## src/rtl/pattern_seq_pkg.sv

```systemverilog
package pattern_seq_pkg;
    localparam int PRE_W = 4;
    localparam int LEN_W = 16;
    localparam int REP_W = 8;

    typedef enum logic [1:0] {
        ST_IDLE  = 2'd0,
        ST_DELAY = 2'd1,
        ST_PLAY  = 2'd2
    } seq_state_t;
endpackage

```

## src/rtl/trig_edge_detect.sv

```systemverilog
module trig_edge_detect (
    input  logic clk,
    input  logic rst_n,
    input  logic trig_n,
    output logic fall
);
    logic trig_q;

    always_ff @(posedge clk or negedge rst_n) begin
        if (!rst_n) trig_q <= 1'b1;
        else        trig_q <= trig_n;
    end

    assign fall = trig_q & ~trig_n;
endmodule

```

## src/rtl/unit_scaler.sv

```systemverilog
module unit_scaler #(
    parameter int PRE_W = 4,
    parameter int LEN_W = 16
) (
    input  logic             clk,
    input  logic             rst_n,
    input  logic             clear,
    input  logic             run,
    input  logic [PRE_W-1:0] pre,
    input  logic [LEN_W-1:0] limit,
    output logic             last
);
    logic [PRE_W-1:0] pre_cnt;
    logic [LEN_W-1:0] unit_cnt;
    logic             pre_wrap;

    assign pre_wrap = (pre_cnt == pre);
    assign last     = run && pre_wrap && (unit_cnt == limit - 1'b1);

    always_ff @(posedge clk or negedge rst_n) begin
        if (!rst_n) begin
            pre_cnt  <= '0;
            unit_cnt <= '0;
        end else if (clear || last) begin
            pre_cnt  <= '0;
            unit_cnt <= '0;
        end else if (run) begin
            if (pre_wrap) begin
                pre_cnt  <= '0;
                unit_cnt <= unit_cnt + 1'b1;
            end else begin
                pre_cnt <= pre_cnt + 1'b1;
            end
        end
    end
endmodule

```

## src/rtl/hold_slot_counter.sv

```systemverilog
module hold_slot_counter #(
    parameter int HOLD_W = 4
) (
    input  logic              clk,
    input  logic              rst_n,
    input  logic              clear,
    input  logic              run,
    input  logic [HOLD_W-1:0] hold,
    output logic              slot_start
);
    logic [HOLD_W-1:0] slot_cnt;

    assign slot_start = run && (slot_cnt == '0);

    always_ff @(posedge clk or negedge rst_n) begin
        if (!rst_n)                   slot_cnt <= '0;
        else if (clear)               slot_cnt <= '0;
        else if (run) begin
            if (slot_cnt == hold)     slot_cnt <= '0;
            else                      slot_cnt <= slot_cnt + 1'b1;
        end
    end
endmodule

```

## src/rtl/pattern_sequencer.sv

```systemverilog
module pattern_sequencer
    import pattern_seq_pkg::*;
(
    input  logic             clk,
    input  logic             rst_n,
    input  logic             trig_n,
    input  logic [PRE_W-1:0] cfg_hold,
    input  logic [PRE_W-1:0] cfg_per_pre,
    input  logic [PRE_W-1:0] cfg_dly_pre,
    input  logic [LEN_W-1:0] cfg_period,
    input  logic [LEN_W-1:0] cfg_delay,
    input  logic [REP_W-1:0] cfg_repeat,
    output logic             sample_adv,
    output logic             pat_active,
    output logic             pat_end,
    output logic             done
);
    seq_state_t       state_q, state_d;
    logic             trig_fall;
    logic             dly_last, per_last, slot_start;
    logic             in_delay, in_play, last_rep;
    logic [REP_W-1:0] rep_q;
    logic [LEN_W-1:0] per_limit;
    logic             done_q;

    assign in_delay  = (state_q == ST_DELAY);
    assign in_play   = (state_q == ST_PLAY);
    assign last_rep  = (rep_q == cfg_repeat);
    assign per_limit = (cfg_period == '0) ? LEN_W'(1) : cfg_period;

    trig_edge_detect u_edge (
        .clk    (clk),
        .rst_n  (rst_n),
        .trig_n (trig_n),
        .fall   (trig_fall)
    );

    unit_scaler #(.PRE_W(PRE_W), .LEN_W(LEN_W)) u_delay_scaler (
        .clk   (clk),
        .rst_n (rst_n),
        .clear (!in_delay),
        .run   (in_delay),
        .pre   (cfg_dly_pre),
        .limit (cfg_delay),
        .last  (dly_last)
    );

    unit_scaler #(.PRE_W(PRE_W), .LEN_W(LEN_W)) u_period_scaler (
        .clk   (clk),
        .rst_n (rst_n),
        .clear (!in_play),
        .run   (in_play),
        .pre   (cfg_per_pre),
        .limit (per_limit),
        .last  (per_last)
    );

    hold_slot_counter #(.HOLD_W(PRE_W)) u_hold (
        .clk        (clk),
        .rst_n      (rst_n),
        .clear      (!in_play || per_last),
        .run        (in_play),
        .hold       (cfg_hold),
        .slot_start (slot_start)
    );

    // State register
    always_ff @(posedge clk or negedge rst_n) begin
        if (!rst_n) state_q <= ST_IDLE;
        else        state_q <= state_d;
    end

    // Next-state logic
    always_comb begin
        state_d = state_q;
        unique case (state_q)
            ST_IDLE: begin
                if (trig_fall)
                    state_d = (cfg_delay == '0) ? ST_PLAY : ST_DELAY;
            end
            ST_DELAY: begin
                if (dly_last) state_d = ST_PLAY;
            end
            ST_PLAY: begin
                if (per_last && last_rep) state_d = ST_IDLE;
            end
            default: state_d = ST_IDLE;
        endcase
    end

    // Repetition counter and sticky completion flag
    always_ff @(posedge clk or negedge rst_n) begin
        if (!rst_n) begin
            rep_q  <= '0;
            done_q <= 1'b0;
        end else begin
            if (!in_play)      rep_q <= '0;
            else if (per_last) rep_q <= rep_q + 1'b1;

            if (in_play && per_last && last_rep)
                done_q <= 1'b1;
            else if (state_q == ST_IDLE && trig_fall)
                done_q <= 1'b0;
        end
    end

    // Output logic
    always_comb begin
        sample_adv = 1'b0;
        pat_active = 1'b0;
        pat_end    = 1'b0;
        unique case (state_q)
            ST_PLAY: begin
                pat_active = 1'b1;
                sample_adv = slot_start;
                pat_end    = per_last;
            end
            default: ;
        endcase
        done = done_q;
    end
endmodule

```

## config.mk

```make
export PLATFORM = sky130hd
export DESIGN_NAME = pattern_sequencer
export DESIGN_NICKNAME = d
export VERILOG_FILES = /design/src/rtl/pattern_seq_pkg.sv /design/src/rtl/trig_edge_detect.sv /design/src/rtl/unit_scaler.sv /design/src/rtl/hold_slot_counter.sv /design/src/rtl/pattern_sequencer.sv
export SDC_FILE = /design/constraint.sdc
export NUM_CORES = 1
export LEC_CHECK = 0
export CAP_MARGIN = 0
export CORE_MARGIN = 2
export CORE_UTILIZATION = 60
export CTS_CLUSTER_SIZE = 25
export DETAILED_ROUTE_END_ITERATION = 8
export GPL_ROUTABILITY_DRIVEN = 0
export PLACE_DENSITY = 0.91
export SLEW_MARGIN = 20
export SYNTH_ARGS = -nofsm -noshare
export SYNTH_HDL_FRONTEND = slang
export SYNTH_SLANG_ARGS = --single-unit
export TNS_END_PERCENT = 20
```

## constraint.sdc

```tcl
create_clock -name clk -period 5.85 [get_ports clk]
set_input_delay 1.17 -clock clk [delete_from_list [all_inputs] [get_ports clk]]
set_output_delay 1.17 -clock clk [all_outputs]
set_load 0.05 [all_outputs]
```

# Word level (Yosys, flattened, before mapping)
# Index checks and enable logic that the tools add are counted.
# classes
addsub	8
multipliers	0
div	0
order_cmp	0
n_eq_ne	12
shifts	0
muxes	28
bitwise	2
reduce_logical	25
# op_table
operator	n
16-bit two-way mux	7
4-bit two-way mux	9
16-bit by 1-bit adder with 16-bit output (second input constant)	2
16-bit == test	2
16-bit logical NOT	2
16-bit by 1-bit subtractor with 16-bit output (second input constant)	2
8-bit two-way mux	2
4-bit by 1-bit adder with 4-bit output (second input constant)	3
4-bit == test	3
2-bit nonzero test	5
1-bit logical AND	9
8-bit by 1-bit adder with 8-bit output (second input constant)	1
8-bit == test	1
2-bit two-way mux	4
2-bit case mux with 3 select lines	1
1-bit two-way mux	5
4-bit logical NOT	1
2-bit by 1-bit inequality test with 1-bit output (second input constant)	2
2-bit inequality test (second input constant)	2
2-bit AND reduction	2
3-bit AND reduction	1
2-bit by 1-bit == test with 1-bit output (second input constant)	1
2-bit == test (second input constant)	1
1-bit logical NOT	2
other kinds (4)	5
# word_totals
reg_bits	56
latch_bits	0
ramBits	0
rom_bits	0
inputBits	55
out_inout_bits	4
elab_cells	84
n_memories	0

# Logic depth before layout (Yosys ltp)
# Gate-level depths: netlist (run 1).
# depth
depth_word	8
ltp_mapped	14
mapped_depth_nobuf	12

# Cells and area by module
# A second synthesis (run 1) with hierarchy kept.
# hier_totals
hier_cells	531
hier_area_um2	4645.7
# modules_own_cells
module	instances	cells_each	area_each_um2	seq_area_each_um2
unit_scaler	2	203	1786.7	500.5
pattern_sequencer	1	91	742.0	275.3
hold_slot_counter	1	32	290.3	100.1
trig_edge_detect	1	2	40.0	26.3

# Worst setup path before layout (run 1)
# No wires, ideal clock.
# synth_timing
path_kind	input to output
startpoint	input cfg_period[13]
endpoint	output pat_end
t_arrival_ns	4.592
required_time_ns	4.680
path_slack_ns	0.088
cell_stages	11
n_path_buf	0
path_cell_list	or3_1 -> nand4b_1 -> nor2_1 -> nor2_1 -> ha_1 -> nor3b_1 -> and3_1 -> o21ai_0 -> nand3b_1 -> a211o_1 -> nor4_1
# synth_via
elab_chain_len	6
# synth_lines
item	line_no	rtl
start: declaration	pattern_sequencer.sv:10	input logic [LEN_W-1:0] cfg_period,
16-bit logical NOT	pattern_sequencer.sv:29	assign per_limit = (cfg_period == '0) ? LEN_W'(1) : cfg_period;
16-bit two-way mux *	pattern_sequencer.sv:29	
16-bit by 1-bit subtractor with 16-bit output *	unit_scaler.sv:18	assign last = run && pre_wrap && (unit_cnt == limit - 1'b1);
16-bit == test *	unit_scaler.sv:18	
1-bit logical AND *	unit_scaler.sv:18	
1-bit two-way mux *	pattern_sequencer.sv:112	unique case (state_q)
end: declaration	pattern_sequencer.sv:15	output logic pat_end,
# Every way passes the cells marked *; elsewhere a longest branch is shown, timed or not.

# Worst setup path in the final report (run 1)
# Ends and elaborated chain as after synthesis.

==> key figures, run 1 <==
Die
  – Starting density of the core: 62.2%
  – Die area: 7730 um2
  – Horizontal extent of the die: a little under 90 um
  – Top-level I/O count: 59
  – Cell row count: 30
  – Standard cell core area: 6790 um2
  – Vertical die dimension: between 80 and 90 um

Clocking
  – Clock latency on the worst-skew pair: 0.31 ns
  – H-Tree Level Count: 2
  – Quantity of hold-fixing buffers added after cts: 0
  – CTS max path bufs: 2
  – Number of buffers created by CTS: 5
  – TritonCTS clock tree: yes
  – Clock-pin slew of the registers on the worst-case setup and hold paths: 0.10 ns
  – Clk sink count: 56
  – Clock root buffer: clkbuf_8

Critical path
  – Sort of element at the start of the critical path: primary input
  – Peak fanout along the critical path: 7
  – Type of the setup path with the least slack: primary input to output pin
  – Crit path required time: 4.68 ns
  – WP data arrival: 4.44 ns
  – Endpoint kind of the worst setup timing path: output pin
  – Register-to-register path setup slack: roughly 2.2 ns

Synth
  – Cell area after synthesis: 4230 um2
  – Flops & latches, synth: 56
  – Gate count of the mapped netlist: 492
  – Post-synthesis area per instance: 8.59 um2
  – Number of flops mapped to enable cells by yosys: 0
  – Number of distinct library cell variants in the gate-level netlist after synthesis: 58
  – Top flip-flop cell by instance count after synthesis: dfrtp_1
  – Post-synth net total: 556
  – Synthesis warning total: 0
  – FFs w/ async S/R, synth: 100%
  – Proportion of synthesized chip area in sequential cells: 33.2%

Timing
  – Worst Clk Skew: a little over 0.008 ns
  – Final max-slew violation count: 0
  – Setup TNS Final: 0 ns
  – Part of the cycle the worst path needs: 95.9%
  – Upper clock frequency limit: 0.178 GHz
  – Crit path time final: approximately 5.6 ns
  – Slew at the pin with the worst max-slew slack: around 0.80 ns
  – Final worst setup slack: 0.240 ns
  – RSZ-0062 raised after global routing: no
  – Max-Slew Margin vs Limit: 46.0%
  – Final count of hold timing violations: 0
  – Final setup violation count: 0

Placement
  – Port buffer count: 58
  – Pre-CTS setup slack: 0.160 ns
  – HPWL reported at the end of detailed placement: 7640 um

Drt
  – Final routed wirelength across all metal layers: 10100 um
  – Violation count after the first detailed-route iteration: about 250
  – Routed vias: 3983
  – First-pass DRT Iterations: 5
  – DRC violation count after routing: 0
  – Residual antenna-violating net count after detailed routing: 0
  – Drt wl/cell: around 16 um
  – Detail-routed via count per cell: 6.18

Run status
  – Status: finished clean

Worst hold path
  – Worst min-delay path category: flip-flop to flip-flop

Power and ir drop
  – Static leakage power: between 1.5 and 2 nW
  – Total power density per cell area: 168 nW/um2
  – Largest voltage drop on the vdd net: 0.0957 mV

Final layout
  – Syn-to-layout area delta: 19.0%
  – Post-layout net count: 611
  – Layout cell share with drive strength beyond 1: 6.75%
  – N_diodes: 0
  – Total of fill cells in the finished design: ~490

Global route
  – Overflow after GRT: 0
  – First-pass GRT wire length: 16900 um
  – Via count of the first global-routing pass: 3778
  – Number of antenna violations at the first check in global routing: 0
  – Overall track demand over capacity in global routing: 27.1%
  – Pin count of the biggest net entering global routing: between 50 and 60

Flow run
  – Max-Cap Viols: 0
==> per-layer routing <==
metal | track usage, % | wire length, um | up-vias | part of all wire [%]
li1 | - | - | 1888 | -
met3 | 3.58 | 760 | 22 | 7.5
met5 | 0 | 0 | - | 0
met2 | 46.7 | 4870 | 189 | 48
met4 | 7.55 | 170 | 0 | 1.7
met1 | 35.8 | 4330 | 1884 | 43
==> cell type report <==
class / count / area (um2) / area share [%]
timing repair buffer: 64 / 631 / 12.5
tap: 96 / 120 / 2.39
clock buffer: 5 / 68.8 / 1.37
multi-input combinational: 401 / 2710 / 53.9
clock inverter: 3 / 27.5 / 0.547
sequential: 56 / 1400 / 27.9
inverter: 19 / 71.3 / 1.42
==> final timing paths <==
check	cells past startpoint	end	from
min in group asynchronous	2	rep_q[0]$_DFFE_PN0N_	rst_n
worst min register to register	1	u_period_scaler.pre_cnt[0]$_DFFE_PN0P_	u_period_scaler.pre_cnt[0]$_DFFE_PN0P_
worst max-delay path	13	pat_end	cfg_period[13]
worst min-delay path	1	u_period_scaler.pre_cnt[0]$_DFFE_PN0P_	u_period_scaler.pre_cnt[0]$_DFFE_PN0P_
worst max register to register	8	state_q[1]$_DFFE_PN0P_	state_q[0]$_DFFE_PN0P_
max in group asynchronous	2	u_period_scaler.unit_cnt[9]$_DFFE_PN0P_	rst_n
==> logic make-up after synthesis <==
| family | share of synthesized area [%] |
|---|---|
| XOR/XNOR | 18.2 |
| flip-flops | 33.2 |
| adder cells (fa/ha/maj) | 2.66 |
| AND/OR/NAND/NOR | 29.5 |
| AO/OA/AOI/OAI | 11.0 |
| buffers and inverters | 3.23 |
| multiplexers | 2.13 |
==> cell usage in the layout (no fill, tap or decap), types with 6 or more instances in the layout <==
| cell type | synthesis | routed |
|---|---|---|
| a21oi_1 | 9 | 9 |
| and3_1 | 10 | 10 |
| buf_4 | 0 | 6 |
| clkdlybuf4s50_1 | 0 | 56 |
| dfrtp_1 | 55 | 55 |
| ha_1 | 9 | 9 |
| inv_1 | 19 | 19 |
| mux2i_1 | 9 | 9 |
| nand2_1 | 35 | 35 |
| nand2b_1 | 10 | 10 |
| nand3_1 | 22 | 22 |
| nand4_1 | 11 | 11 |
| nor2_1 | 62 | 62 |
| nor3_1 | 18 | 18 |
| nor4_1 | 14 | 12 |
| nor4_2 | 4 | 6 |
| o21ai_0 | 9 | 9 |
| o41ai_1 | 6 | 6 |
| or3_1 | 6 | 6 |
| or4_1 | 6 | 6 |
| xnor2_1 | 33 | 33 |
| xor2_1 | 55 | 55 |
==> report_power, final <==
group / internal (mW) / switching [mW] / total [mW]
clock: 0.0882 / 0.136 / 0.224
combinational: 0.0917 / 0.0985 / 0.190
sequential: 0.408 / 0.0238 / 0.432
total: 0.588 / 0.258 / 0.846
==> synth_stat cells, drive strengths merged (10+ instances only) <==
cell / n / area (um2)
and3: 10 / 62.6
clkbuf: 11 / 41.3
dfrtp: 55 / 1380
inv: 19 / 71.3
nand2: 35 / 131
nand2b: 10 / 62.6
nand3: 22 / 110
nand4: 11 / 68.8
nor2: 62 / 233
nor3: 19 / 100
nor4: 18 / 138
o21ai: 10 / 53.8
xnor2: 33 / 289
xor2: 55 / 482
==> through the flow <==
stage / std cells / cell area (um2) / hold WS, ns / total power, mW / util, %
5_1_grt: 644 / 5030 / 0.533 / 0.892 / 74.1
3_5_place_dp: 636 / 4910 / 0.498 / 0.628 / 72.3
6_report: 644 / 5030 / 0.518 / 0.846 / 74.1
4_1_cts: 644 / 5010 / 0.513 / 0.851 / 73.7
2_1_floorplan: 492 / 4230 / 0.472 / 0.538 / -
3_3_place_gp: 636 / 4910 / 0.486 / 0.616 / 72.3
==> state kept, by name (all words and copies together) (netlist names) <==
register,cells
u_edge.trig_q,1
state_q,2
u_delay_scaler.pre_cnt,4
done,1
rep_q,8
u_delay_scaler.unit_cnt,16
u_period_scaler.unit_cnt,16
u_hold.slot_cnt,4
u_period_scaler.pre_cnt,4
==> what timing repair did <==
action / CTS / global route
setup buffers: 0 / 0
endpoints found under the setup margin: 0 / 1
gates resized for setup: 0 / 3
hold endpoints to repair: 0 / 0
==> worst max-delay path: stages <==
cell	delay, ns
clkdlybuf4s50_1	0.51
or3_1	0.50
nand4b_1	0.27
nor2_1	0.14
nor2_1	0.05
ha_1	0.23
nor3b_2	0.20
and3_1	0.23
o21ai_0	0.16
nand3b_1	0.12
a211o_1	0.30
nor4_2	0.35
buf_12	0.18
Note: power is estimated with default switching activity, not from simulation.
==> run 2: changes to the inputs <==
--- a/config.mk
+++ b/config.mk
@@ -6,6 +6,7 @@
 export NUM_CORES = 1
 export LEC_CHECK = 0
 export CAP_MARGIN = 0
+export CORE_ASPECT_RATIO = 1.4
 export CORE_MARGIN = 2
 export CORE_UTILIZATION = 60
 export CTS_CLUSTER_SIZE = 25
==> run 2 against run 1 <==
- highest routed layer unchanged
- total power shrank 0.18%
- sequential cell count unchanged
- worst setup slack worse by 0.045 ns
- combinational power hardly changed
- die area grew 0.13%
- critical endpoint unchanged
- sequential power barely moved
- via count fell by 0.75%
==> key figures, run 2 (synthesized netlist as in run 1, its figures left out) <==
Run status
  – Status: finished clean

Critical path
  – Crit path required time: 4.68 ns
  – Sort of element at the start of the critical path: primary input
  – Register-to-Register Path Depth: 8
  – Register-to-register path setup slack: 2.24 ns
  – Worst setup path startpoint: cfg_period[9]
  – WP data arrival: 4.48 ns
  – Peak fanout along the critical path: 6
  – Type of the setup path with the least slack: primary input to output pin
  – Worst flop-to-flop path endpoint: state_q[1]$_DFFE_PN0P_
  – Crit path to: pat_end
  – Endpoint kind of the worst setup timing path: output pin
  – Startpoint of the worst-slack reg-to-reg timing path: state_q[0]$_DFFE_PN0P_

Global route
  – Pin count of the biggest net entering global routing: 57
  – Via count of the first global-routing pass: 3922
  – First-pass GRT wire length: 17500 um
  – Overflow after GRT: 0
  – Overall track demand over capacity in global routing: 28.6%
  – Number of antenna violations at the first check in global routing: 0

Clocking
  – Clock-pin slew of the registers on the worst-case setup and hold paths: 0.09 ns
  – CTS max path bufs: 2
  – Number of buffers created by CTS: 5
  – Clock root buffer: clkbuf_8
  – TritonCTS clock tree: yes
  – Quantity of hold-fixing buffers added after cts: 0
  – Clk sink count: 56
  – Clock latency on the worst-skew pair: 0.31 ns
  – H-Tree Level Count: 2

Power and ir drop
  – Largest voltage drop on the vdd net: 0.0983 mV
  – Switching fraction of total power: 29.6%
  – Logic gate share of total power: 22.7%
  – Design internal power: between 0.5 and 0.6 mW
  – Register share of total power: about half
  – Net switching power: 0.250 mW
  – Clock group share of total power: 26.0%
  – Static leakage power: roughly 2 nW
  – Pwr Total: 0.845 mW
  – Total power density per cell area: around 170 nW/um2

Final layout
  – Most common cell after layout, fill and taps aside: nor2_1
  – N_diodes: 0
  – Post-layout net count: 612
  – Syn-to-layout area delta: 19.0%
  – Most used cells in the layout excluding fill and tap cells: nor2_1 (62), clkdlybuf4s50_1 (56), xor2_1 (55), dfrtp_1 (55), nand2_1 (35)
  – Total of fill cells in the finished design: approximately 520
  – Layout cell share with drive strength beyond 1: 6.56%
  – Non-Filler Cell Area, Final: around 5000 um2
  – Area taken by flip-flops and latches: 1400 um2
  – Area taken by multi-input logic gates: 2710 um2
  – Top flop regs: u_delay_scaler.unit_cnt x16, u_period_scaler.unit_cnt x16, rep_q x8

Drt
  – DRC violation count after routing: 0
  – First-pass DRT Iterations: 5
  – Routed vias: roughly 4000
  – Drt wl/cell: approximately 16 um
  – Final routed wirelength across all metal layers: 10200 um
  – Residual antenna-violating net count after detailed routing: 0
  – Violation count after the first detailed-route iteration: ~250
  – Detail-routed via count per cell: 6.14

Timing
  – Part of the cycle the worst path needs: about 97%
  – Slew at the pin with the worst max-slew slack: 0.753 ns
  – Final worst setup slack: between 0.15 and 0.2 ns
  – Upper clock frequency limit: between 0.15 and 0.2 GHz
  – Final count of hold timing violations: 0
  – Crit path time final: 5.65 ns
  – Worst slack on hold paths: 0.492 ns
  – Final setup violation count: 0
  – Final max-slew violation count: 0
  – Setup TNS Final: 0 ns
  – Max-Slew Margin vs Limit: 49.3%
  – RSZ-0062 raised after global routing: no
  – Worst Clk Skew: 0.00556 ns

Die
  – Starting density of the core: 61.3%
  – Standard cell core area: 6890 um2
  – Cell row count: 36
  – Vertical die dimension: between 100 and 150 um
  – Horizontal extent of the die: 74.9 um
  – Die area: 7740 um2
  – Top-level I/O count: 59

Flow run
  – Max-Cap Viols: 0

Worst hold path
  – Worst min-delay path category: flip-flop to flip-flop

Placement
  – Port buffer count: just under 60
  – Pre-CTS setup slack: about 0.17 ns
  – Placement-stage cell area: 4920 um2
  – HPWL reported at the end of detailed placement: approximately 8000 um
[run 2: cell types whose count changed in the layout (fill, tap and decap cells not counted)]
cell and delta:
clkbuf_1 +1, buf_4 +1, o41ai_2 +1, nor4_1 +2, nor4_2 -2, o41ai_1 -1
clkinv_4 -1, inv_8 -1, clkbuf_8 +1
[run 2: final cells by class]
type / count / area share [%]
Multi-Input combinational cell: 401 / 53.8
Sequential cell: 56 / 27.9
Timing Repair Buffer: 65 / 12.7
Tap cell: 95 / 2.36
Clock buffer: 7 / 1.72
Inverter: 19 / 1.42
Clock inverter: 1 / 0.149
[run 2: per-layer routing]
metal / global-route usage (%) / vias up / part of all wire, %
met5: 0 / - / 0
met4: 10.9 / 0 / 2.2
met3: 3.20 / 25 / 3.8
met2: 53.5 / 130 / 55
met1: 32.6 / 1922 / 39
li1: - / 1876 / -
[run 2: power groups by stage]
| stage | Clock [mW] | Combinational, mW | Sequential (mW) |
|---|---|---|---|
| 6_report | 0.220 | 0.192 | 0.433 |
| 4_1_cts | 0.222 | 0.188 | 0.433 |
| 3_5_place_dp | 0 | 0.187 | 0.440 |
| 3_3_place_gp | 0 | 0.176 | 0.438 |
| 2_1_floorplan | 0 | 0.106 | 0.432 |
| 5_1_grt | 0.239 | 0.215 | 0.437 |
[run 2: worst min-delay path by stage]
stage          slack, ns                               endpoint  cells past startpoint                                   from
2_1_floorplan       0.47  u_delay_scaler.pre_cnt[0]$_DFFE_PN0P_                      1  u_delay_scaler.pre_cnt[0]$_DFFE_PN0P_
3_3_place_gp        0.47                       done$_DFFE_PN0P_                      2                       done$_DFFE_PN0P_
3_5_place_dp        0.47                       done$_DFFE_PN0P_                      2                       done$_DFFE_PN0P_
4_1_cts             0.50                       done$_DFFE_PN0P_                      2                       done$_DFFE_PN0P_
5_1_grt             0.55                       done$_DFFE_PN0P_                      2                       done$_DFFE_PN0P_
6_report            0.49                       done$_DFFE_PN0P_                      2                       done$_DFFE_PN0P_
[run 2: stage by stage]
step | instances | util, %
4_1_cts | 644 | 72.7
3_5_place_dp | 636 | 71.4
3_3_place_gp | 636 | 71.4
5_1_grt | 644 | 73.0
2_1_floorplan | 492 | -
6_report | 644 | 73.0
[run 2: critical path, cell delays in order]
cell,delay [ns]
clkdlybuf4s50_1,0.54
nor4_1,0.52
nand4b_1,0.23
nor2_1,0.13
nor2_1,0.05
ha_1,0.23
nor3b_2,0.21
and3_1,0.23
o21ai_0,0.18
nand3b_1,0.13
a211o_1,0.29
nor4_1,0.28
buf_4,0.17
buf_12,0.12
[run 2: timing repair]
action	CTS	global route
gates resized for setup	0	1
setup endpoints to repair	0	1
hold endpoints to repair	0	0
buffers inserted	0	0
